### config.mk
export PLATFORM = sky130hd
export DESIGN_NAME = al_sched
export DESIGN_NICKNAME = d
export VERILOG_FILES = /design/src/rtl/al_sched_pkg.sv /design/src/rtl/al_cfg.sv /design/src/rtl/al_pipe.sv /design/src/rtl/al_tap.sv /design/src/rtl/al_sched.sv
export SDC_FILE = /design/constraint.sdc
export NUM_CORES = 1
export LEC_CHECK = 0
export BUFFER_PORTS_ARGS = -buffer_cell sky130_fd_sc_hd__buf_4
export CORE_MARGIN = 3
export CORE_UTILIZATION = 52
export DETAILED_ROUTE_END_ITERATION = 10
export GPL_TIMING_DRIVEN = 0
export PLACE_DENSITY = 0.77
export SKIP_CTS_REPAIR_TIMING = 1
export SYNTH_ARGS = -nofsm -noshare
export SYNTH_HDL_FRONTEND = slang
export SYNTH_SLANG_ARGS = --single-unit
### constraint.sdc
create_clock -name clk_i -period 3.45 [get_ports clk_i]
set_input_delay 0.1725 -clock clk_i [delete_from_list [all_inputs] [get_ports clk_i]]
set_output_delay 0.1725 -clock clk_i [all_outputs]
set_load 0.1 [all_outputs]
### src/rtl/al_sched_pkg.sv
package al_sched_pkg;
  localparam int AL_W = 3;
  localparam logic [AL_W-1:0] AL_RESERVED = 3'd7;

  typedef struct packed {
    logic vld;
    logic is_wr;
  } cmd_t;
endpackage

### src/rtl/al_cfg.sv
module al_cfg
  import al_sched_pkg::*;
#(
  parameter int EMR_W  = 14,
  parameter int AL_LSB = 3,
  parameter int AL_MAX = 6
) (
  input  logic             clk_i,
  input  logic             rst_ni,
  input  logic             load_i,
  input  logic [EMR_W-1:0] emr_i,
  output logic [AL_W-1:0]  al_o,
  output logic             err_o
);
  logic [AL_W-1:0] code;
  logic            reserved;

  assign code     = emr_i[AL_LSB +: AL_W];
  assign reserved = (code == AL_RESERVED) || (int'(code) > AL_MAX);

  always_ff @(posedge clk_i or negedge rst_ni) begin
    if (!rst_ni) begin
      al_o  <= '0;
      err_o <= 1'b0;
    end else if (load_i) begin
      if (reserved) err_o <= 1'b1;
      else          al_o  <= code;
    end
  end

  p_al_legal_r2: assert property (@(posedge clk_i) disable iff (!rst_ni)
    int'(al_o) <= AL_MAX);
  p_err_sticky_r3: assert property (@(posedge clk_i) disable iff (!rst_ni)
    err_o |=> err_o);
  p_reserved_hold_r3: assert property (@(posedge clk_i) disable iff (!rst_ni)
    (load_i && reserved) |=> ($stable(al_o) && err_o));
endmodule

### src/rtl/al_pipe.sv
module al_pipe
  import al_sched_pkg::*;
#(
  parameter int DEPTH = 12
) (
  input  logic             clk_i,
  input  logic             rst_ni,
  input  cmd_t             cmd_i,
  output logic [DEPTH-1:0] vld_o,
  output logic [DEPTH-1:0] wr_o
);
  always_ff @(posedge clk_i or negedge rst_ni) begin
    if (!rst_ni) begin
      vld_o <= '0;
      wr_o  <= '0;
    end else begin
      vld_o <= {vld_o[DEPTH-2:0], cmd_i.vld};
      wr_o  <= {wr_o[DEPTH-2:0],  cmd_i.vld & cmd_i.is_wr};
    end
  end
endmodule

### src/rtl/al_tap.sv
module al_tap
  import al_sched_pkg::*;
#(
  parameter int DEPTH = 12,
  parameter int IDX_W = 4
) (
  input  logic [DEPTH:0]   vld_i,
  input  logic [DEPTH:0]   wr_i,
  input  logic [IDX_W-1:0] idx_i,
  output cmd_t             cmd_o
);
  always_comb begin
    cmd_o = '0;
    if (int'(idx_i) <= DEPTH) begin
      cmd_o.vld   = vld_i[idx_i];
      cmd_o.is_wr = wr_i[idx_i];
    end
  end
endmodule

### src/rtl/al_sched.sv
module al_sched
  import al_sched_pkg::*;
#(
  parameter int EMR_W  = 14,
  parameter int AL_LSB = 3,
  parameter int AL_MAX = 6,
  parameter int CL_W   = 3,
  parameter int CL_MAX = 6
) (
  input  logic             clk_i,
  input  logic             rst_ni,
  input  logic             emr_load_i,
  input  logic [EMR_W-1:0] emr_i,
  input  logic [CL_W-1:0]  cl_i,
  input  logic             cmd_valid_i,
  input  logic             cmd_is_wr_i,
  output logic [AL_W-1:0]  al_o,
  output logic             cfg_err_o,
  output logic             int_cmd_valid_o,
  output logic             int_cmd_is_wr_o,
  output logic             rd_data_start_o,
  output logic             wr_data_start_o
);
  localparam int DEPTH = AL_MAX + CL_MAX;
  localparam int IDX_W = $clog2(DEPTH + 2);

  cmd_t             cmd_in, al_cmd, rl_cmd, wl_cmd;
  logic [DEPTH-1:0] pipe_vld, pipe_wr;
  logic [DEPTH:0]   chain_vld, chain_wr;
  logic [IDX_W-1:0] al_idx, rl_idx, wl_idx;

  al_cfg #(.EMR_W(EMR_W), .AL_LSB(AL_LSB), .AL_MAX(AL_MAX)) u_cfg (
    .clk_i, .rst_ni, .load_i(emr_load_i), .emr_i,
    .al_o, .err_o(cfg_err_o)
  );

  assign cmd_in.vld   = cmd_valid_i;
  assign cmd_in.is_wr = cmd_is_wr_i;

  al_pipe #(.DEPTH(DEPTH)) u_pipe (
    .clk_i, .rst_ni, .cmd_i(cmd_in), .vld_o(pipe_vld), .wr_o(pipe_wr)
  );

  // tap 0 is the live command, tap n is n cycles old
  assign chain_vld = {pipe_vld, cmd_valid_i};
  assign chain_wr  = {pipe_wr,  cmd_valid_i & cmd_is_wr_i};

  assign al_idx = IDX_W'(al_o);
  assign rl_idx = IDX_W'(al_o) + IDX_W'(cl_i);
  assign wl_idx = rl_idx - IDX_W'(1);

  al_tap #(.DEPTH(DEPTH), .IDX_W(IDX_W)) u_tap_al (
    .vld_i(chain_vld), .wr_i(chain_wr), .idx_i(al_idx), .cmd_o(al_cmd));
  al_tap #(.DEPTH(DEPTH), .IDX_W(IDX_W)) u_tap_rl (
    .vld_i(chain_vld), .wr_i(chain_wr), .idx_i(rl_idx), .cmd_o(rl_cmd));
  al_tap #(.DEPTH(DEPTH), .IDX_W(IDX_W)) u_tap_wl (
    .vld_i(chain_vld), .wr_i(chain_wr), .idx_i(wl_idx), .cmd_o(wl_cmd));

  assign int_cmd_valid_o = al_cmd.vld;
  assign int_cmd_is_wr_o = al_cmd.vld & al_cmd.is_wr;
  assign rd_data_start_o = rl_cmd.vld & ~rl_cmd.is_wr;
  assign wr_data_start_o = wl_cmd.vld &  wl_cmd.is_wr;

  // a write at its WL tap reaches the RL tap one cycle later
  p_wl_one_before_rl_r6: assert property (@(posedge clk_i) disable iff (!rst_ni)
    (wl_cmd.vld && wl_cmd.is_wr && !emr_load_i) |=> (rl_cmd.vld && rl_cmd.is_wr));
  // an internal issue at AL reaches the WL tap after CL-1 more cycles; checked one step on
  p_int_advances_r4: assert property (@(posedge clk_i) disable iff (!rst_ni)
    (al_cmd.vld && !emr_load_i && cl_i > CL_W'(1)) |=> pipe_vld[al_idx]);
endmodule

======== Yosys cells after proc, flatten, opt, wreduce, memory -nomap -nowiden ========
Cells that the tools add are included.
operators by class
  order comparisons ....................... 7
  add/subtract/negate cells ............... 2
  muxes and demuxes ....................... 15
  bitwise logic cells ..................... 6
  reductions and logical operators ........ 3
  equality and inequality tests ........... 1
operator list
  kind                 number
  $bmux 1 s4           4
  $lt 4x5->1 const B   2
  $le 4x4->1 const B   2
  $bmux 1 s3           2
  $mux 1               6
  $mux 2               3
  $lt 3x5->1 const B   1
  $add 3x3->4          1
  $and 1x1->1          4
  $le 3x4->1 const B   1
  $reduce_and 2->1     2
  $sub 4x1->4 const B  1
  $eq 3x3->1 const B   1
  $gt 3x3->1 const B   1
  $not 1->1            2
  $logic_or 1x1->1     1
word-level totals
  input port bits ......................... 22
  register bits ........................... 28
  logic and storage cells ................. 38
  output and inout bits ................... 8

======== Logic depth before layout (Yosys ltp) ========
  depth after elaboration ................. 6
  depth in mapped cells ................... 9
  depth with buffers taken out ............ 8

======== By module ========
From an unflattened synthesis, not the netlist that was laid out.
second synthesis, totals
  cell total of the unflattened synthesis .. 134
  area total of the unflattened synthesis .. 1699.1 um2
by module, submodules not included
  module    cells each  area each (um2)  instances  seq. area each (um2)
  al_tap    25          251.5            3          0.0
  al_pipe   25          606.8            1          600.6
  al_cfg    14          170.2            1          100.1
  al_sched  20          167.7            1          0.0

======== Worst setup path after synthesis ========
Ideal clock, no wire load.
  path type ............................... reg-to-output
  start point ............................. register u_cfg.al_o[0]
  end point ............................... output wr_data_start_o
  stages on the path, launching flop included .. 10
  data arrival time ....................... 3.496 ns
  buffers on the path ..................... 1
  path slack .............................. -0.219 ns
  path through ............................ dfrtp_1 > ha_1 > fa_1 > inv_1 > ha_1 > buf_4 > nand3_1 > o21ai_0 > mux4_1 > mux2_2
between the ends
  word-level cells in the longest chain between the ends .. 6
  elaborated cells between the ends (all ways) .. 9
  those cells by class .................... 2 x add/sub; 1 x order compare; 5 x mux; 1 x bitwise
ends and longest elaborated chain
  what                                  RTL line                    text
  start: declaration                    al_cfg.sv:12                output logic [AL_W-1:0] al_o,
  start signal: assignment              al_cfg.sv:27                else al_o <= code;
  $add 3x3->4 *                         al_sched.sv:49              assign rl_idx = IDX_W'(al_o) + IDX_W'(cl_i);
  $sub 4x1->4 *                         al_sched.sv:50              assign wl_idx = rl_idx - IDX_W'(1);
  $bmux 1 s4, on equally long branches  al_tap.sv:15, al_tap.sv:16
  $mux 1, on equally long branches      al_tap.sv:15, al_tap.sv:16
  $mux 2 *                              al_tap.sv:14                if (int'(idx_i) <= DEPTH) begin
  $and 1x1->1 *                         al_sched.sv:62              assign wr_data_start_o = wl_cmd.vld & wl_cmd.is_wr;
  end: declaration                      al_sched.sv:22              output logic wr_data_start_o
Mark *: on every way between the ends. The rest lies on a longest branch, timed or not. The select of a mux whose other input is x is not followed.

======== Final worst setup path ========
Same ends and word-level chain as after synthesis.

==> results.cfg <==
[power_and_ir_drop]
cellPowerDensity_nw_per_um2 = 545.5
vdd_ir_drop_max_uv = 448.6
p_leak_nw = 0.7565

[critical_path]
slowest_delay_ns = 0.63
crit_required_ns = 3.28
slowest_stage = fa_2
crit_arrival_ns = 3.12
cp_cell_sequence = ha_4, fa_2, inv_4, ha_4, o21ai_0, mux4_2, mux2_4, buf_12
cp_max_fo = 13
crit_type = register to output pin
start_kind = register
worst_path_most_repeated_cell = ha_4
path_delay_family = adder cells
endpoint_kind = output pin
critical_path_buf_inv_count = 2

[sta]
hold_viol = 0
finalClockSkew_ns = 0.01403
relSlewSlack_pct = 69.38
period_share_pct = 95.36
drv_slew = 0
min_period_ns = 3.290
setup_tns_ns = 0
worst_slack_ns = 0.1599
fmax_mhz = 303.9
tightestPinTransition_ns = 0.4561
setup_viol = 0
rsz0062_at_grt = false

[drt]
drc_errors = 0
wl_per_cell_um = 16.22
drtIter0Drc = 44
wl_met3_um = 90
wl_um = 2692
vias = 959
ant_nets = 0
route.met2.wl_um = 1258
firstDrtPassIters = 4
wl_met1_um = 1307
top_layer_used = met4
vias_per_cell = 5.777

[place]
gp_congestion = 0.8039
pre_cts_ws_ns = 0.1672
port_buffers = 18
place_hpwl_um = 1999

[yosys]
ys_seq_elements = 28
syn_inst = 111
synth_edf_count = 0
yosys_most_used_dff = dfrtp_1
synth.avg_cell_area_um2 = 12.83
synth_common_cells = 28 x dfrtp_1, 8 x a21oi_1, 8 x nand2_1, 8 x nand2b_1
yosysTopAreaCell = dfrtp_1
yosysUniqueCellTypes = 34
seq_area_frac_synth_pct = 49.21
yosysTopAreaCellShare_pct = 49.21
yosysWarnings = 0
syn_area_um2 = 1424
synth_most_common_cell = dfrtp_1
async_reset_ff_share_pct = 100.0
yosys-top-cells-area = dfrtp_1 49%, mux4_2 7.9%, ha_1 5.3%, mux4_1 3.7%, nand2b_1 3.5%
synth_nets = 140

[floorplan]
dieArea_um2 = 3402
initial_core_util_pct = 55.95
dieWidth_um = 58.33
io_pins = 30
core_area_um2 = 2545
row_count = 18
die-height_um = 58.33

[final_layout]
nNetsFinal = 166
n_antenna_cell = 0
layout-drive-gt1-share_pct = 30.88
synthToLayoutAreaGrowth_pct = 19.77

[cts]
cts_tree = done
clock_latency_ns = 0.32
clockBufferDepth = 2
clock_sinks = 28
cts_buffers = 3
cts_root_buffer = clkbuf_4
htree_num_levels = 1
clk_pin_slew_ns = 0.14

[global_route]
grt_usage_pct = 16.82
grt_max_degree = 29
antenna_found_initial = 0
grt_pass1_wl_um = 4374
grt_pass1_vias = 934
grt.overflow.total = 0

[job]
max_cap_viol_count = 0

[outcome]
outcome = complete, no violations

[hold_path]
worst_hold_path_type = primary input to register
==> flip-flops by register name (all words and copies together) (netlist names) <==
name,flops
u_cfg.al_o,3
u_cfg.err_o,1
u_pipe.vld_o,12
u_pipe.wr_o,12
==> cell usage in the layout, fill, tap and decap left out, types with 4 or more instances in the layout <==
cell	n
nand2b_1	8
dfrtp_1	26
nand3_1	6
a21oi_1	8
nand2_1	8
mux4_2	6
buf_4	19
o21ai_0	4
ha_1	4
inv_1	4
==> per-stage QoR <==
stage	total power, W	area, um2	hold WS (ns)	std cells	utilization, %
finish	0.0009303	1705	0.05429	166	67.01
global route	0.0009803	1705	0.05193	166	67.01
CTS	0.0009007	1635	-0.2560	163	64.26
detailed placement	0.0007498	1599	0.1041	159	62.83
global placement	0.0007422	1599	0.09656	159	62.83
floorplan	0.0006651	1426	-0.1231	111	-
==> power by group <==
group	switching [W]	total [W]	leakage (nW)	internal (W)
Clock	0.0000863	0.000151	0.0210	0.0000644
Combinational	0.000243	0.000408	0.399	0.000165
Sequential	0.0000239	0.000371	0.336	0.000347
==> worst register-to-register path: stages, from the launching register on <==
cell and delay (ns):
dfrtp_2 0.52, a21oi_1 0.15, a21oi_1 0.05
==> routing by layer <==
layer  GRT usage, %  vias up
li1               -      456
met1          25.07      481
met2          25.68       18
met3          2.193        4
met4          5.629        0
met5              0        -
==> cell families after synthesis <==
logic type	synth area share (%)
adder cells (fa/ha/maj)	6.678
AO/OA/AOI/OAI	8.964
AND/OR/NAND/NOR	12.83
flip-flops	49.21
XOR/XNOR	4.746
buffers and inverters	2.109
multiplexers	15.47
==> final timing paths <==
check	startpoint	end	slack, ns	cells past startpoint
setup / recovery	u_cfg.al_o[0]	wr_data_start_o	0.16	8
hold / removal	emr_load_i	u_cfg.al_o[1]	0.05	2
setup reg to reg	u_cfg.al_o[1]	u_cfg.al_o[1]	2.64	2
hold reg to reg	u_pipe.wr_o[9]	u_pipe.wr_o[10]	0.40	0
max in group asynchronous	rst_ni	u_cfg.al_o[1]	2.89	2
min in group asynchronous	rst_ni	u_pipe.wr_o[5]	0.28	2
==> area by class of cell <==
class | instances | area [um2]
clock buffer | 4 | 36.28
multi-input combinational | 76 | 720.7
fill | 206 | 839.6
timing repair buffer | 22 | 182.7
tap | 30 | 37.54
sequential | 28 | 703.2
inverter | 6 | 25.02
No activity file was read; power rests on OpenSTA's default activity.
